`src/rtl/mdio_pkg.sv`:
```
package mdio_pkg;

  // Register offsets (bytes)
  localparam int CMD_OFF   = 'h00;
  localparam int CAUSE_OFF = 'h7C;
  localparam int MASK_OFF  = 'h80;

  // Command word field positions
  localparam int F_DATA_LSB = 0;
  localparam int F_PHY_LSB  = 16;
  localparam int F_REG_LSB  = 21;
  localparam int F_OP_BIT   = 26;
  localparam int F_RVAL_BIT = 27;
  localparam int F_BUSY_BIT = 28;

  // Done flag position in cause and mask registers
  localparam int DONE_BIT = 4;

  // Clause 22 field widths
  localparam int PHY_W  = 5;
  localparam int REGN_W = 5;
  localparam int DAT_W  = 16;

  typedef enum logic [1:0] {
    ENG_IDLE,
    ENG_WAIT_FALL,
    ENG_WAIT_RISE
  } eng_state_t;

endpackage

```
`src/rtl/mdio_clkgen.sv`:
```
module mdio_clkgen #(
  parameter int HALF_DIV = 2
) (
  input  logic clk,
  input  logic rst,
  output logic mdc,
  output logic rise_stb,
  output logic fall_stb
);
  localparam int CW = (HALF_DIV > 1) ? $clog2(HALF_DIV) : 1;

  logic [CW-1:0] cnt_q;
  logic          mdc_q;
  logic          term;

  assign term = (cnt_q == CW'(HALF_DIV - 1));

  always_ff @(posedge clk) begin
    if (rst) begin
      cnt_q <= '0;
      mdc_q <= 1'b0;
    end else if (term) begin
      cnt_q <= '0;
      mdc_q <= ~mdc_q;
    end else begin
      cnt_q <= cnt_q + 1'b1;
    end
  end

  assign mdc      = mdc_q;
  assign rise_stb = term & ~mdc_q;
  assign fall_stb = term &  mdc_q;

endmodule

```
`src/rtl/mdio_engine.sv`:
```
module mdio_engine
  import mdio_pkg::*;
#(
  parameter int PRE_LEN = 32
) (
  input  logic              clk,
  input  logic              rst,
  input  logic              rise_stb,
  input  logic              fall_stb,
  input  logic              start,
  input  logic              is_read,
  input  logic [PHY_W-1:0]  phy,
  input  logic [REGN_W-1:0] regn,
  input  logic [DAT_W-1:0]  wdata,
  input  logic              mdio_i,
  output logic              mdio_o,
  output logic              mdio_oe,
  output logic              busy,
  output logic              done,
  output logic              ta_ok,
  output logic [DAT_W-1:0]  cap
);
  localparam int FRAME = PRE_LEN + 4 + PHY_W + REGN_W + 2 + DAT_W;
  localparam int TA1   = PRE_LEN + 4 + PHY_W + REGN_W;
  localparam int TA2   = TA1 + 1;
  localparam int DAT0  = TA1 + 2;
  localparam int CW    = $clog2(FRAME + 1);

  eng_state_t       st_q;
  logic [FRAME-1:0] sh_q;
  logic [FRAME-1:0] frame_w;
  logic [CW-1:0]    bcnt_q;
  logic             rd_q;

  assign frame_w = {{PRE_LEN{1'b1}}, 2'b01,
                    (is_read ? 2'b10 : 2'b01), phy, regn,
                    (is_read ? 2'b11 : 2'b10),
                    (is_read ? {DAT_W{1'b1}} : wdata)};

  always_ff @(posedge clk) begin
    if (rst) begin
      st_q    <= ENG_IDLE;
      sh_q    <= '0;
      bcnt_q  <= '0;
      rd_q    <= 1'b0;
      mdio_o  <= 1'b1;
      mdio_oe <= 1'b0;
      done    <= 1'b0;
      ta_ok   <= 1'b0;
      cap     <= '0;
    end else begin
      done <= 1'b0;
      case (st_q)
        ENG_IDLE: begin
          if (start) begin
            sh_q   <= frame_w;
            bcnt_q <= '0;
            rd_q   <= is_read;
            ta_ok  <= 1'b0;
            st_q   <= ENG_WAIT_FALL;
          end
        end
        ENG_WAIT_FALL: begin
          if (fall_stb) begin
            if (bcnt_q == CW'(FRAME)) begin
              mdio_oe <= 1'b0;
              mdio_o  <= 1'b1;
              done    <= 1'b1;
              st_q    <= ENG_IDLE;
            end else begin
              mdio_o  <= sh_q[FRAME-1];
              sh_q    <= {sh_q[FRAME-2:0], 1'b0};
              mdio_oe <= !(rd_q && (bcnt_q >= CW'(TA1)));
              st_q    <= ENG_WAIT_RISE;
            end
          end
        end
        ENG_WAIT_RISE: begin
          if (rise_stb) begin
            if (rd_q && (bcnt_q == CW'(TA2)))
              ta_ok <= !mdio_i;
            if (rd_q && (bcnt_q >= CW'(DAT0)))
              cap <= {cap[DAT_W-2:0], mdio_i};
            bcnt_q <= bcnt_q + 1'b1;
            st_q   <= ENG_WAIT_FALL;
          end
        end
        default: st_q <= ENG_IDLE;
      endcase
    end
  end

  assign busy = (st_q != ENG_IDLE);

  AST_DRIVE_ON_FALL: assert property (@(posedge clk) disable iff (rst)
    !fall_stb |=> ($stable(mdio_o) && $stable(mdio_oe)));

  AST_RELEASE_ON_READ: assert property (@(posedge clk) disable iff (rst)
    (st_q == ENG_WAIT_RISE && rd_q && bcnt_q >= CW'(TA1)) |-> !mdio_oe);

endmodule

```
`src/rtl/mdio_master.sv`:
```
module mdio_master
  import mdio_pkg::*;
#(
  parameter int ADDR_W   = 8,
  parameter int HALF_DIV = 2,
  parameter int PRE_LEN  = 32
) (
  input  logic              clk,
  input  logic              rst,
  input  logic [ADDR_W-1:0] reg_addr,
  input  logic              reg_wen,
  input  logic              reg_ren,
  input  logic [31:0]       reg_wdata,
  output logic [31:0]       reg_rdata,
  output logic              irq,
  output logic              mdc,
  input  logic              mdio_i,
  output logic              mdio_o,
  output logic              mdio_oe
);
  logic rise_stb, fall_stb;
  logic eng_busy, eng_done, eng_ta_ok;
  logic [DAT_W-1:0] eng_cap;

  logic [PHY_W-1:0]  phy_q;
  logic [REGN_W-1:0] regn_q;
  logic [DAT_W-1:0]  data_q;
  logic              op_q, rvalid_q, cause_q, mask_q;

  logic sel_cmd, sel_cause, sel_mask, cmd_wr, start;
  logic unused_wbits;

  assign sel_cmd   = (reg_addr == ADDR_W'(CMD_OFF));
  assign sel_cause = (reg_addr == ADDR_W'(CAUSE_OFF));
  assign sel_mask  = (reg_addr == ADDR_W'(MASK_OFF));
  assign cmd_wr    = reg_wen && sel_cmd;
  assign start     = cmd_wr && !eng_busy;
  assign unused_wbits = ^reg_wdata[31:27];

  mdio_clkgen #(.HALF_DIV(HALF_DIV)) u_clk (
    .clk(clk), .rst(rst), .mdc(mdc),
    .rise_stb(rise_stb), .fall_stb(fall_stb)
  );

  mdio_engine #(.PRE_LEN(PRE_LEN)) u_eng (
    .clk(clk), .rst(rst),
    .rise_stb(rise_stb), .fall_stb(fall_stb),
    .start(start),
    .is_read(reg_wdata[F_OP_BIT]),
    .phy(reg_wdata[F_PHY_LSB +: PHY_W]),
    .regn(reg_wdata[F_REG_LSB +: REGN_W]),
    .wdata(reg_wdata[F_DATA_LSB +: DAT_W]),
    .mdio_i(mdio_i), .mdio_o(mdio_o), .mdio_oe(mdio_oe),
    .busy(eng_busy), .done(eng_done),
    .ta_ok(eng_ta_ok), .cap(eng_cap)
  );

  always_ff @(posedge clk) begin
    if (rst) begin
      phy_q     <= '0;
      regn_q    <= '0;
      data_q    <= '0;
      op_q      <= 1'b0;
      rvalid_q  <= 1'b0;
      cause_q   <= 1'b0;
      mask_q    <= 1'b0;
      irq       <= 1'b0;
      reg_rdata <= '0;
    end else begin
      if (start) begin
        phy_q    <= reg_wdata[F_PHY_LSB +: PHY_W];
        regn_q   <= reg_wdata[F_REG_LSB +: REGN_W];
        data_q   <= reg_wdata[F_DATA_LSB +: DAT_W];
        op_q     <= reg_wdata[F_OP_BIT];
        rvalid_q <= 1'b0;
      end else if (eng_done && op_q) begin
        data_q   <= eng_cap;
        rvalid_q <= eng_ta_ok;
      end

      // completion wins over a software clear in the same cycle
      if (eng_done)
        cause_q <= 1'b1;
      else if (reg_wen && sel_cause)
        cause_q <= cause_q & reg_wdata[DONE_BIT];

      if (reg_wen && sel_mask)
        mask_q <= reg_wdata[DONE_BIT];

      irq <= cause_q & mask_q;

      if (reg_ren) begin
        if (sel_cmd)
          reg_rdata <= {3'b000, eng_busy, rvalid_q, op_q, regn_q, phy_q, data_q};
        else if (sel_cause)
          reg_rdata <= 32'(cause_q) << DONE_BIT;
        else if (sel_mask)
          reg_rdata <= 32'(mask_q) << DONE_BIT;
        else
          reg_rdata <= '0;
      end
    end
  end

  AST_BUSY_BLOCKS: assert property (@(posedge clk) disable iff (rst)
    (cmd_wr && eng_busy) |=> ($stable(phy_q) && $stable(regn_q) && $stable(op_q)));

  AST_DONE_SETS_CAUSE: assert property (@(posedge clk) disable iff (rst)
    eng_done |=> cause_q);

  AST_VALID_NEEDS_READ: assert property (@(posedge clk) disable iff (rst)
    $rose(rvalid_q) |-> $past(op_q));

  AST_IRQ_NEEDS_MASK: assert property (@(posedge clk) disable iff (rst)
    irq |-> $past(mask_q));

endmodule

```
`config.mk`:
```
export PLATFORM = sky130hd
export DESIGN_NAME = mdio_master
export DESIGN_NICKNAME = d
export VERILOG_FILES = /design/src/rtl/mdio_pkg.sv /design/src/rtl/mdio_clkgen.sv /design/src/rtl/mdio_engine.sv /design/src/rtl/mdio_master.sv
export SDC_FILE = /design/constraint.sdc
export NUM_CORES = 1
export LEC_CHECK = 0
export ABC_AREA = 1
export BUFFER_PORTS_ARGS = -buffer_cell sky130_fd_sc_hd__clkbuf_2
export CAP_MARGIN = 0
export CORE_AREA = 2 2 151 79
export CTS_BUF_LIST = sky130_fd_sc_hd__clkbuf_8
export CTS_CLUSTER_DIAMETER = 60
export DETAILED_ROUTE_END_ITERATION = 10
export DIE_AREA = 0 0 153 81
export PLACE_DENSITY = 0.87
export SETUP_SLACK_MARGIN = 0.05
export SYNTH_ARGS = -nofsm -noshare
export SYNTH_HDL_FRONTEND = slang
export SYNTH_SLANG_ARGS = --single-unit
```
`constraint.sdc`:
```
create_clock -name clk -period 4 [get_ports clk]
set_input_delay 0.2 -clock clk [delete_from_list [all_inputs] [get_ports clk]]
set_output_delay 0.2 -clock clk [all_outputs]
set_load 0.05 [all_outputs]
```
* Yosys cells after proc, flatten, opt, wreduce, memory -nomap -nowiden
Cells that the tools add are included.
** Storage, ports and cells
- Register bits after elaboration :: 159
- Bits of input ports :: 45
** Cells by class
- Add/subtract/negate cells :: 2
- $lt $le $gt $ge :: 2
- Equal/unequal tests :: 11
- Muxes and demuxes :: 29
- Bitwise operators :: 7
- Reduce and logical (&&, ||, !) cells :: 28
** Operators with widths (number)
- 64-bit two-way mux :: 3
- 64-bit one-hot mux with 2 select lines :: 1
- 16-bit two-way mux :: 3
- 29-bit two-way mux :: 1
- 7-bit by 6-bit greater-or-equal comparator with 1-bit output, second input constant :: 2
- 7-bit two-way mux :: 2
- 7-bit one-hot mux with 2 select lines :: 1
- 2-bit two-way mux :: 5
- 5-bit two-way mux :: 2
- 2-bit nonzero test :: 5
- 1-bit two-way mux :: 9
- 3-bit AND reduction :: 3
- 8-bit by 7-bit equality test with 1-bit output, second input constant :: 1
- 8-bit equality test, second input constant :: 1
- 1-bit logical AND :: 8
- 8-bit zero test :: 1
- 2-bit inequality test, second input constant :: 4
- 4-bit AND reduction :: 2
- 7-bit by 1-bit adder with 7-bit output, second input constant :: 1
- 7-bit by 6-bit equality test with 1-bit output, second input constant :: 1
- 7-bit equality test, second input constant :: 1
- 2-bit one-hot mux with 3 select lines :: 1
- 1-bit AND :: 4
- 2-bit AND reduction :: 2
- other kinds (10) :: 15

* Longest topological paths before layout
- Depth in word-level cells :: 5
- Mapped depth :: 10

* By module
Synthesis repeated with hierarchy kept, for this count alone.
** Second synthesis, totals
- Cell total of the unflattened synthesis :: 906
- Area, all modules :: 6601.3 um^2
** By module, submodules not included
- mdio_engine :: instances 1, cells each 556, area each 4038.9 um^2
- mdio_master :: instances 1, cells each 339, area each 2486.1 um^2
- mdio_clkgen :: instances 1, cells each 11, area each 76.3 um^2

* Least setup slack after synthesis
Ideal clock, no wire load.
- Path type :: register to register
- Start :: reg u_clk.mdc_q, in the netlist u_clk.mdc
- End :: reg u_eng.sh_q[55]
- Setup time :: 0.119 ns
- Data arrival time :: 1.482 ns
- Required time :: 3.881 ns
- Setup slack :: 2.398 ns
- Stages on the path, launching flop included :: 7
- Path buffers :: 1
- Clock period less this slack :: 1.602 ns
- Cell sequence :: dfxtp_1 nand2_1 nor2_1 nand2_1 clkbuf_1 o21ai_0 a21oi_1
** Between the ends
- Longest elaborated chain between the ends :: 3
** RTL lines
- from (decl) :: RTL line mdio_clkgen.sv:13 : logic mdc_q;
- from (signal assigned) :: RTL line mdio_clkgen.sv:24 : mdc_q <= ~mdc_q;
- 1-bit AND :: RTL line mdio_clkgen.sv:32 : assign fall_stb = term & mdc_q;
- 2-bit inequality test (no line)
- 4-bit AND reduction (no line)
- to (signal assigned) :: RTL line mdio_engine.sv:56 : sh_q <= frame_w;
- to (signal assigned) :: RTL line mdio_engine.sv:72 : sh_q <= {sh_q[FRAME-2:0], 1'b0};
- to (decl) :: RTL line mdio_engine.sv:30 : logic [FRAME-1:0] sh_q;
No other way between the ends.
A chain may end at the register's enable or synchronous reset.

* Worst setup path in the final report
- Start :: reg u_eng.st_q[0]
- End :: reg u_eng.sh_q[40]
** Between the ends
- Longest elaborated chain between the ends :: 5
** RTL lines
- from (decl) :: RTL line mdio_engine.sv:29 : eng_state_t st_q;
- from (signal assigned) :: RTL line mdio_engine.sv:42 : st_q <= ENG_IDLE;
- from (signal assigned) :: RTL line mdio_engine.sv:60 : st_q <= ENG_WAIT_FALL;
- from (signal assigned) :: RTL line mdio_engine.sv:69 : st_q <= ENG_IDLE;
- 2-bit nonzero test :: RTL line mdio_engine.sv:93 : assign busy = (st_q != ENG_IDLE);
- 1-bit zero test :: RTL line mdio_master.sv:37 : assign start = cmd_wr && !eng_busy;
- 1-bit logical AND :: RTL line mdio_master.sv:37
- 2-bit inequality test (no line)
- 4-bit AND reduction (no line)
Parallel ways exist; a longest one is shown, timed or not.

==> out/results.tsv <==
stage	metric	value	unit
timing	finalHoldViolCount	0	
logic_synthesis	netlist_area	0.00649	sq mm
power_and_ir_drop	sequentialPowerShare	0.540	
power_and_ir_drop	pwr_density_cell	406	mW/mm^2
cts	cts_tree	done	
global_route	grt_use_met3	0.0651	
logic_synthesis	ys_top_cells_by_area	dfxtp_1, nand2_1, a21oi_1	
cts	hold_buffers	0	
logic_synthesis	synth_cell_type_count	29	
cts	clkTransAtPathRegs	90	ps
logic_synthesis	ys_ff_latch	155	
logic_synthesis	synth-seq-area-share	0.478	
logic_synthesis	yosysWarnings	0	
final_layout	final_common_cell	nand2_1	
power_and_ir_drop	p_int	2.13	mW
timing	timing.fmax	430	MHz
timing	worst_pin_slew	963	ps
floorplanning	core	0.0113	sq mm
power_and_ir_drop	p_leak	2.84	nW
final_layout	multi_input_comb_area	0.00274	sq mm
worst_setup_path	worstPathMaxFanout	46	
status	status	finished, final reports clean	
final_layout	seq_area	0.00310	sq mm
cts	cts_setup_buffers	0	
detailed_routing	routed_wl	15000	um
detailed_routing	drc	0	
place	place.gp.congestion	0.838	
power_and_ir_drop	power_switching	0.773	mW
global_route	grt_max_degree	59	
timing	rsz0062_at_grt	no	
power_and_ir_drop	combPwrFrac	0.069	
cts	clock_latency	450	ps
cts	clk_path_buf_depth	2	
timing	tns	0	ps
final_layout	fin_util	0.632	
cts	htreeDepth	4	
cts	clock_sinks	155	
place	hpwl	9820	um
worst_setup_path	cp-end-kind	flip-flop	
detailed_routing	first_pass_iters	5	
detailed_routing	drtIter0Drc	643	
worst_setup_path	worstPathRequired	4330	ps
worst_setup_path	critical_path_arrival	2650	ps
power_and_ir_drop	clockPowerShare	0.391	
floorplanning	dieArea	0.0124	sq mm
logic_synthesis	avgSynthCellArea	7.16	sq um
detailed_routing	ant_nets	0	
final_layout	diodes	0	
final_layout	nets	990	
floorplanning	initial_core_util	0.573	
global_route	grt-ovfl-total	0	
timing	setup-violations-final	0	
place	port_buffers	72	
cts	post_cts_resized	0	
cts	cts_root_buffer	clkbuf_8	
floorplanning	die-height	81	um
final_layout	nFillCells	976	
global_route	track_usage	0.248	
global_route	antenna_found_initial	0	
floorplanning	ios	81	
detailed_routing	vias_per_cell	5.25	
worst_setup_path	start_kind	flip-flop	
logic_synthesis	syn_inst	906	
floorplanning	num_rows	28	
global_route	grt_pass1_vias	4866	
timing	timing.final.max_slew_violations	0	
timing	relSlewSlack	0.356	
worst_hold_path	min_path_type	in -> reg	
detailed_routing	routed-via-count	5804	
global_route	grt_pass1_wl	24600	um
logic_synthesis	yosysTopAreaCell	dfxtp_1	
timing	fin_crit	2330	ps
final_layout	area_delta_synth_final	10.3	%
global_route	grt_use_met1	0.384	
power_and_ir_drop	vdd_ir_drop_max	0.000225	V
run	maxCapViolCount	0	
global_route	busiest_layer	met1	
detailed_routing	wl_per_cell	13.6	um
cts	numCtsBuffers	17	
timing	fin_skew	13.9	ps
logic_synthesis	synth_top_area_share	0.478	
timing	fin_crit_sh	0.582	
final_layout	layout_common_cells	nand2_1, dfxtp_1, a21oi_1	
global_route	met2_usage	0.337	
final_layout	drive_above_1_share	0.130	
power_and_ir_drop	sw_frac_of_total	0.266	
worst_setup_path	critPathKind	reg -> reg	
floorplanning	dieWidth	153	um
## logic make-up (layout without fill, tap and decap cells)
kind of cell               Yosys count  after routing  share of synthesized area
AOI/OAI and AO/OA                  250            250                      0.200
adders and majority gates            2              2                    0.00386
buffers and inverters              149            197                     0.0999
DFF                                155            155                      0.478
other                                1              3                   0.000578
and+or+nand+nor                    349            349                      0.217
## power groups by stage
stage / combinational (mW) / sequential, mW / clock (mW)
3_5_place_dp: 0.198 / 1.61 / 0
4_1_cts: 0.199 / 1.57 / 1.15
2_1_floorplan: 0.0917 / 1.65 / 0
5_1_grt: 0.220 / 1.57 / 1.23
3_3_place_gp: 0.197 / 1.61 / 0
6_report: 0.201 / 1.57 / 1.14
## worst max-delay path, stage by stage (launching register included)
cell     delay [ps]
dfxtp_1         450
nand2_4         280
nor2_1          320
nand2_1         610
o21ai_0         450
a21oi_1          70
## layer usage
metal / vias up / part of all wire
met5: - / 0
met4: 0 / 0.0088
met3: 17 / 0.088
met2: 220 / 0.39
met1: 2575 / 0.52
li1: 2992 / -
## through the flow
step	worst slack, ps	total power, mW	hold WS, ps	instances	instance area [sq um]
after floorplan	2400	1.75	364	908	6490
after global placement	1560	1.80	423	1074	6770
after detailed placement	1530	1.80	430	1074	6770
after CTS	1690	2.92	39.0	1106	7150
after global routing	1460	3.03	50.1	1106	7150
final	1670	2.91	50.9	1106	7150
## flip-flops by register name, summed over array words and instances (netlist names), 2 cells and up
| register | count |
|---|---|
| phy_q | 5 |
| reg_rdata | 29 |
| data_q | 16 |
| u_eng.bcnt_q | 7 |
| regn_q | 5 |
| u_eng.cap | 16 |
| u_eng.st_q | 2 |
| u_eng.sh_q | 64 |
## final timing paths
| kind | start | endpoint | cells past startpoint | slack (ps) |
|---|---|---|---|---|
| min | reg_wdata[6] | data_q[6] | 3 | 50 |
| max reg2reg | u_eng.st_q[0] | u_eng.sh_q[40] | 5 | 1670 |
| max | u_eng.st_q[0] | u_eng.sh_q[40] | 5 | 1670 |
| min reg2reg | u_clk.cnt_q | u_clk.cnt_q | 1 | 450 |
## cell type report
type                            instances  area share
Sequential cell                       155       0.434
Multi-Input combinational cell        604       0.383
Timing Repair Buffer                   79      0.0577
Inverter                               86      0.0451
Clock buffer                           18      0.0346
Tap cell                              150      0.0262
Clock inverter                         14      0.0191
## cells in the mapped netlist (all sizes together)
library cell and instances:
o211ai 1, nor2 108, a22oi 1, ha 2
o21ai 111, clkinv 1, a31oi 2, a211oi 16
or2 3, inv 85, a21oi 118, buf 28
nand4 2, nand3 42, conb 1, o22ai 1
nand2 191, dfxtp 155, clkbuf 35, nor3 3
(Power assumes the default switching activity.)
